### src/rtl/nand_volsel_pkg.sv
package nand_volsel_pkg;
   typedef enum logic [0:0] {
      VS_IDLE      = 1'b0,
      VS_WAIT_ADDR = 1'b1
   } vs_state_t;

   typedef struct packed {
      logic       is_cmd;
      logic       is_addr;
      logic [7:0] data;
   } bus_cycle_t;
endpackage

### src/rtl/nand_bus_sampler.sv
module nand_bus_sampler
   import nand_volsel_pkg::*;
#(
   parameter int SYNC_STAGES = 2,
   parameter int DQ_W        = 8
) (
   input  logic            clk,
   input  logic            rst_n,
   input  logic            ce_n,
   input  logic            cle,
   input  logic            ale,
   input  logic            we_n,
   input  logic [DQ_W-1:0] dq,
   output logic            cyc_stb,
   output bus_cycle_t      cyc
);
   localparam int W = DQ_W + 4;
   localparam logic [W-1:0] IDLE_VAL = {1'b1, 1'b1, 2'b00, {DQ_W{1'b0}}};

   logic [W-1:0] pipe [SYNC_STAGES];
   logic         we_last;

   generate
      for (genvar g = 0; g < SYNC_STAGES; g++) begin : g_sync
         if (g == 0) begin : g_first
            always_ff @(posedge clk or negedge rst_n) begin
               if (!rst_n) pipe[0] <= IDLE_VAL;
               else        pipe[0] <= {we_n, ce_n, cle, ale, dq};
            end
         end else begin : g_next
            always_ff @(posedge clk or negedge rst_n) begin
               if (!rst_n) pipe[g] <= IDLE_VAL;
               else        pipe[g] <= pipe[g-1];
            end
         end
      end
   endgenerate

   logic [W-1:0] last;
   assign last = pipe[SYNC_STAGES-1];

   always_ff @(posedge clk or negedge rst_n) begin
      if (!rst_n) we_last <= 1'b1;
      else        we_last <= last[W-1];
   end

   logic s_ce_n, s_cle, s_ale;
   assign s_ce_n = last[W-2];
   assign s_cle  = last[W-3];
   assign s_ale  = last[W-4];

   always_comb begin
      cyc         = '0;
      cyc.is_cmd  = s_cle & ~s_ale;
      cyc.is_addr = s_ale & ~s_cle;
      cyc.data    = 8'(last[DQ_W-1:0]);
      cyc_stb     = last[W-1] & ~we_last & ~s_ce_n & (s_cle ^ s_ale);
   end
endmodule

### src/rtl/nand_vol_strap.sv
module nand_vol_strap #(
   parameter int VOL_W = 4
) (
   input  logic             clk,
   input  logic             rst_n,
   input  logic [VOL_W-1:0] strap,
   output logic [VOL_W-1:0] vol_id,
   output logic             vol_ready,
   output logic             load_stb
);
   assign load_stb = ~vol_ready;

   always_ff @(posedge clk or negedge rst_n) begin
      if (!rst_n) begin
         vol_id    <= '0;
         vol_ready <= 1'b0;
      end else if (load_stb) begin
         vol_id    <= strap;
         vol_ready <= 1'b1;
      end
   end
endmodule

### src/rtl/nand_vol_fsm.sv
module nand_vol_fsm
   import nand_volsel_pkg::*;
#(
   parameter int              VOL_W    = 4,
   parameter int              DQ_W     = 8,
   parameter logic [DQ_W-1:0] VS_OP    = 8'hE1,
   parameter logic [DQ_W-1:0] RST_OP   = 8'hFF,
   parameter bit              DEF_SEL0 = 1'b0
) (
   input  logic             clk,
   input  logic             rst_n,
   input  logic             cyc_stb,
   input  bus_cycle_t       cyc,
   input  logic [VOL_W-1:0] vol_id,
   input  logic             strap_load,
   input  logic [VOL_W-1:0] strap_val,
   output logic             vol_sel,
   output logic             sel_chg,
   output logic             fwd_cmd_vld,
   output logic             fwd_addr_vld,
   output logic [DQ_W-1:0]  fwd_byte
);
   vs_state_t       state;
   logic            hit;
   logic [DQ_W-1:0] byte_in;

   assign byte_in = DQ_W'(cyc.data);
   assign hit     = (cyc.data[VOL_W-1:0] == vol_id);

   always_ff @(posedge clk or negedge rst_n) begin
      if (!rst_n) begin
         state        <= VS_IDLE;
         vol_sel      <= 1'b0;
         sel_chg      <= 1'b0;
         fwd_cmd_vld  <= 1'b0;
         fwd_addr_vld <= 1'b0;
         fwd_byte     <= '0;
      end else begin
         sel_chg      <= 1'b0;
         fwd_cmd_vld  <= 1'b0;
         fwd_addr_vld <= 1'b0;
         if (strap_load) begin
            vol_sel <= DEF_SEL0 && (strap_val == '0);
         end else if (cyc_stb) begin
            if (cyc.is_cmd) begin
               if (byte_in == VS_OP) begin
                  state <= VS_WAIT_ADDR;
               end else begin
                  state <= VS_IDLE;
                  if (vol_sel || byte_in == RST_OP) begin
                     fwd_cmd_vld <= 1'b1;
                     fwd_byte    <= byte_in;
                  end
               end
            end else if (state == VS_WAIT_ADDR) begin
               state   <= VS_IDLE;
               vol_sel <= hit;
               sel_chg <= (hit != vol_sel);
            end else if (vol_sel) begin
               fwd_addr_vld <= 1'b1;
               fwd_byte     <= byte_in;
            end
         end
      end
   end
endmodule

### src/rtl/nand_volsel_top.sv
module nand_volsel_top
   import nand_volsel_pkg::*;
#(
   parameter int              VOL_W       = 4,
   parameter int              DQ_W        = 8,
   parameter int              SYNC_STAGES = 2,
   parameter logic [DQ_W-1:0] VS_OP       = 8'hE1,
   parameter logic [DQ_W-1:0] RST_OP      = 8'hFF,
   parameter bit              DEF_SEL0    = 1'b0
) (
   input  logic             clk,
   input  logic             rst_n,
   input  logic [VOL_W-1:0] strap_vol,
   input  logic             bus_ce_n,
   input  logic             bus_cle,
   input  logic             bus_ale,
   input  logic             bus_we_n,
   input  logic             bus_re_n,
   input  logic [DQ_W-1:0]  bus_dq,
   output logic             vol_sel,
   output logic             sel_chg,
   output logic             fwd_cmd_vld,
   output logic             fwd_addr_vld,
   output logic [DQ_W-1:0]  fwd_byte,
   output logic             dq_oe
);
   if (VOL_W < 1 || VOL_W > DQ_W) begin : g_bad_vol
      $error("VOL_W must lie in 1..DQ_W");
   end
   if (DQ_W != 8) begin : g_bad_dq
      $error("DQ_W must be 8 for the asynchronous bus");
   end
   if (SYNC_STAGES < 2) begin : g_bad_sync
      $error("SYNC_STAGES must be at least 2");
   end

   logic             cyc_stb;
   bus_cycle_t       cyc;
   logic [VOL_W-1:0] vol_id;
   logic             vol_ready;
   logic             strap_load;

   nand_bus_sampler #(.SYNC_STAGES(SYNC_STAGES), .DQ_W(DQ_W)) i_sampler (
      .clk(clk), .rst_n(rst_n), .ce_n(bus_ce_n), .cle(bus_cle), .ale(bus_ale),
      .we_n(bus_we_n), .dq(bus_dq), .cyc_stb(cyc_stb), .cyc(cyc)
   );

   nand_vol_strap #(.VOL_W(VOL_W)) i_strap (
      .clk(clk), .rst_n(rst_n), .strap(strap_vol), .vol_id(vol_id),
      .vol_ready(vol_ready), .load_stb(strap_load)
   );

   nand_vol_fsm #(
      .VOL_W(VOL_W), .DQ_W(DQ_W), .VS_OP(VS_OP), .RST_OP(RST_OP), .DEF_SEL0(DEF_SEL0)
   ) i_fsm (
      .clk(clk), .rst_n(rst_n), .cyc_stb(cyc_stb), .cyc(cyc), .vol_id(vol_id),
      .strap_load(strap_load), .strap_val(strap_vol), .vol_sel(vol_sel),
      .sel_chg(sel_chg), .fwd_cmd_vld(fwd_cmd_vld), .fwd_addr_vld(fwd_addr_vld),
      .fwd_byte(fwd_byte)
   );

   assign dq_oe = vol_sel & ~bus_ce_n & ~bus_re_n;
endmodule

### config.mk
export PLATFORM = sky130hd
export DESIGN_NAME = nand_volsel_top
export DESIGN_NICKNAME = d
export VERILOG_FILES = /design/src/rtl/nand_volsel_pkg.sv /design/src/rtl/nand_bus_sampler.sv /design/src/rtl/nand_vol_strap.sv /design/src/rtl/nand_vol_fsm.sv /design/src/rtl/nand_volsel_top.sv
export SDC_FILE = /design/constraint.sdc
export NUM_CORES = 1
export LEC_CHECK = 0
export BUFFER_PORTS_ARGS = -buffer_cell sky130_fd_sc_hd__buf_2
export CAP_MARGIN = 20
export CORE_MARGIN = 4
export CORE_UTILIZATION = 51
export CTS_CLUSTER_DIAMETER = 30
export DETAILED_ROUTE_END_ITERATION = 16
export PLACE_DENSITY_LB_ADDON = 0.15
export SLEW_MARGIN = 20
export SYNTH_ARGS = -nofsm -noshare
export SYNTH_HDL_FRONTEND = slang
export SYNTH_SLANG_ARGS = --single-unit
### constraint.sdc
create_clock -name clk -period 2.5 [get_ports clk]
set_clock_uncertainty 0.2 [all_clocks]
set_input_delay 0.5 -clock clk [delete_from_list [all_inputs] [get_ports clk]]
set_output_delay 0.5 -clock clk [all_outputs]
set_load 0.02 [all_outputs]
==> impl_metrics.env <==
export IMPL_routed_wl_um=2110
export IMPL_cp_top_family="compound AO/OA/AOI/OAI gates"
export IMPL_antenna_found_initial=0
export IMPL_syn_nets=106
export IMPL_crit_buf_inv=1
export IMPL_synth_edf_count=0
export IMPL_postSynthCellCount=86
export IMPL_fmax_ghz=0.425
export IMPL_drive_gt1_share_pct=47.6
export IMPL_postSynth_asyncResetShare_pct=100
export IMPL_initial_core_util_pct=53.3
export IMPL_yosysSeqAreaShare_pct=74.3
export IMPL_die_x_um=61.4
export IMPL_clkSinkCount=43
export IMPL_crit_type="flop to flop"
export IMPL_cts_buffer_depth=2
export IMPL_overflow=0
export IMPL_rr_worst_depth=6
export IMPL_drt_initial_drc_count=1
export IMPL_finish_net_count=145
export IMPL_worstReg2RegStart="i_sampler.last[8]$_DFF_PN0_"
export IMPL_required_ps=2540
export IMPL_ys_types=25
export IMPL_wl_per_cell_um=13.5
export IMPL_cellPowerDensity_nw_per_um2=646
export IMPL_num_io_pins=32
export IMPL_worstPathMaxFanout=8
export IMPL_synth_simple_area_share_pct=7.65
export IMPL_rows=19
export IMPL_yosys_area_share_xor_xnor_pct=3.01
export IMPL_tns_ps=0
export IMPL_syn_area_per_cell_um2=16.9
export IMPL_crit_cells=6
export IMPL_crit_chain="inv_1 > ha_1 > nor4b_4 > nand2_2 > o31ai_4 > mux2_2"
export IMPL_route_detailed_vias_per_inst=5.05
export IMPL_synth_mux_area_fraction_pct=9.97
export IMPL_grt_pass1_vias=823
export IMPL_critPathLaunchType="flop"
export IMPL_synth_warnings=0
export IMPL_crit_end="i_fsm.fwd_byte[2]$_DFFE_PN0P_"
export IMPL_maxCapViolCount=0
export IMPL_synth_area_um2=1460
export IMPL_dr_pass1_iters=2
export IMPL_numCtsBuffers=5
export IMPL_dp_hpwl_um=1600
export IMPL_cp_startpoint="i_sampler.last[8]$_DFF_PN0_"
export IMPL_hold_violations=0
export IMPL_cts_root_buf="clkbuf_4"
export IMPL_slowest_delay_ps=480
export IMPL_io_buffers=31
export IMPL_cts_resized=0
export IMPL_ir_drop_mv=0.493
export IMPL_synth_compound_area_share_pct=3.09
export IMPL_synth_top_family_by_area="multiplexers"
export IMPL_antenna_cells=0
export IMPL_drc=0
export IMPL_rsz0062_at_grt="no"
export IMPL_cts_tree="yes"
export IMPL_finalSetupViolCount=0
export IMPL_period_share_pct=94.1
export IMPL_yosysTopAreaCellShare_pct=65.3
export IMPL_gp_congestion=0.680
export IMPL_final_cell_area_um2=1710
export IMPL_core_area_um2=2730
export IMPL_netlist_top_cells_count="38 x dfrtp_1, 12 x mux2_2, 5 x dfstp_2"
export IMPL_grt_start_max_net_pins=26
export IMPL_h_tree_depth=2
export IMPL_clock_latency_ps=350
export IMPL_synthFlopType="dfrtp_1"
export IMPL_syn_to_final_growth_pct=17.6
export IMPL_worst_path_max_delay_cell="o31ai_4"
export IMPL_yosys_area_top_type="dfrtp_1"
export IMPL_die_area_um2=3770
export IMPL_status="finished, final reports clean"
export IMPL_rrSetupSlack_ps=150
export IMPL_hold_class="input pin to flop"
export IMPL_postCtsSetupBuffers=0
export IMPL_via_count=793
export IMPL_critPathArrivalTime_ps=2390
export IMPL_synth_fa_ha_area_share_pct=0.859
export IMPL_synthTopCellsByArea="dfrtp_1 65%, mux2_2 9.3%, dfstp_2 9.0%"
export IMPL_synth_most_common_cell="dfrtp_1"
export IMPL_leakage_uw=0.000847
export IMPL_drv_slew=0
export IMPL_post_route_min_period_ps=2350
export IMPL_die_y_um=61.4
export IMPL_r2r_end="i_fsm.fwd_byte[2]$_DFFE_PN0P_"
export IMPL_clkTransAtPathRegs_ps=110
export IMPL_grt_pass1_wl_um=3470
export IMPL_grtUsageTotal_pct=13.6
export IMPL_placed_area_um2=1650
export IMPL_ys_ff_latch=43
export IMPL_ant_nets=0
export IMPL_endpoint_kind="flop"
-- power by group --
part           internal, µW  switching, µW
registers               726           16.6
clock network           110            197
logic                  28.0           28.0
-- layer usage --
layer / GRT usage [%] / vias to the layer above / part of all wire (%)
met2: 21.3 / 21 / 50
met5: 0 / - / 0
met4: 7.27 / 0 / 2.5
li1: - / 375 / -
met3: 7.55 / 5 / 7.5
met1: 14.6 / 392 / 40
-- registers in the layout, summed over array words and instances (netlist names) --
register            count
i_fsm.fwd_cmd_vld       1
i_sampler.pipe         12
i_fsm.fwd_byte          8
i_fsm.sel_chg           1
i_strap.vol_ready       1
i_sampler.we_last       1
i_fsm.vol_sel           1
i_sampler.last         12
i_fsm.state             1
i_strap.vol_id          4
i_fsm.fwd_addr_vld      1
-- cells in the final DEF, fill, tap and decap left out, drive strengths merged, types with 2 or more instances in the layout --
cell and instances:
o21ai 2, xor2 4, dfstp 5, nand2 3, mux2 12, nand4 3, nor2 2, clkbuf 7
dfrtp 38, buf 32, nor3b 2, inv 2
-- kinds of logic after synthesis --
family,Yosys count
flip-flops,43
AND/OR/NAND/NOR,16
XOR/XNOR,5
multiplexers,13
other,1
buffers and inverters,3
AO/OA/AOI/OAI,4
adder cells (fa/ha/maj),1
-- metrics by stage --
step	worst slack (ps)	total power [µW]	hold WS [ps]	utilization, %	cells
CTS	108	1120	37.0	62.7	157
global route	17.3	1160	12.7	62.7	157
floorplan	330	777	4.41	-	86
finish	149	1110	48.0	62.7	157
global placement	199	810	132	60.5	148
detailed placement	120	814	137	60.5	148
-- worst min path at each step --
stage	endpoint	slack, ps	cells after the start	start
global placement	i_sampler.last[6]$_DFF_PN0_	130	0	i_sampler.pipe[18]$_DFF_PN0_
finish	i_sampler.pipe[18]$_DFF_PN0_	50	1	bus_dq[6]
CTS	i_sampler.pipe[15]$_DFF_PN0_	40	1	bus_dq[3]
floorplan	i_fsm.fwd_addr_vld$_DFF_PN0_	4	0	rst_n
detailed placement	i_sampler.last[6]$_DFF_PN0_	140	0	i_sampler.pipe[18]$_DFF_PN0_
global route	i_sampler.pipe[19]$_DFF_PN0_	10	1	bus_dq[7]
-- timing repair --
item | in CTS | in global routing
hold buffers | 1 | 0
setup endpoints to repair | 0 | 0
hold endpoints to repair | 15 | 0
-- cell type report --
class,instances,area [µm²]
sequential,43,1080
fill,208,1020
multi-input combinational,40,362
timing repair buffer,33,173
clock buffer,7,45.0
tap,31,38.8
inverter,2,7.51
clock inverter,1,5.00
Power figures use the tool's default switching activity.
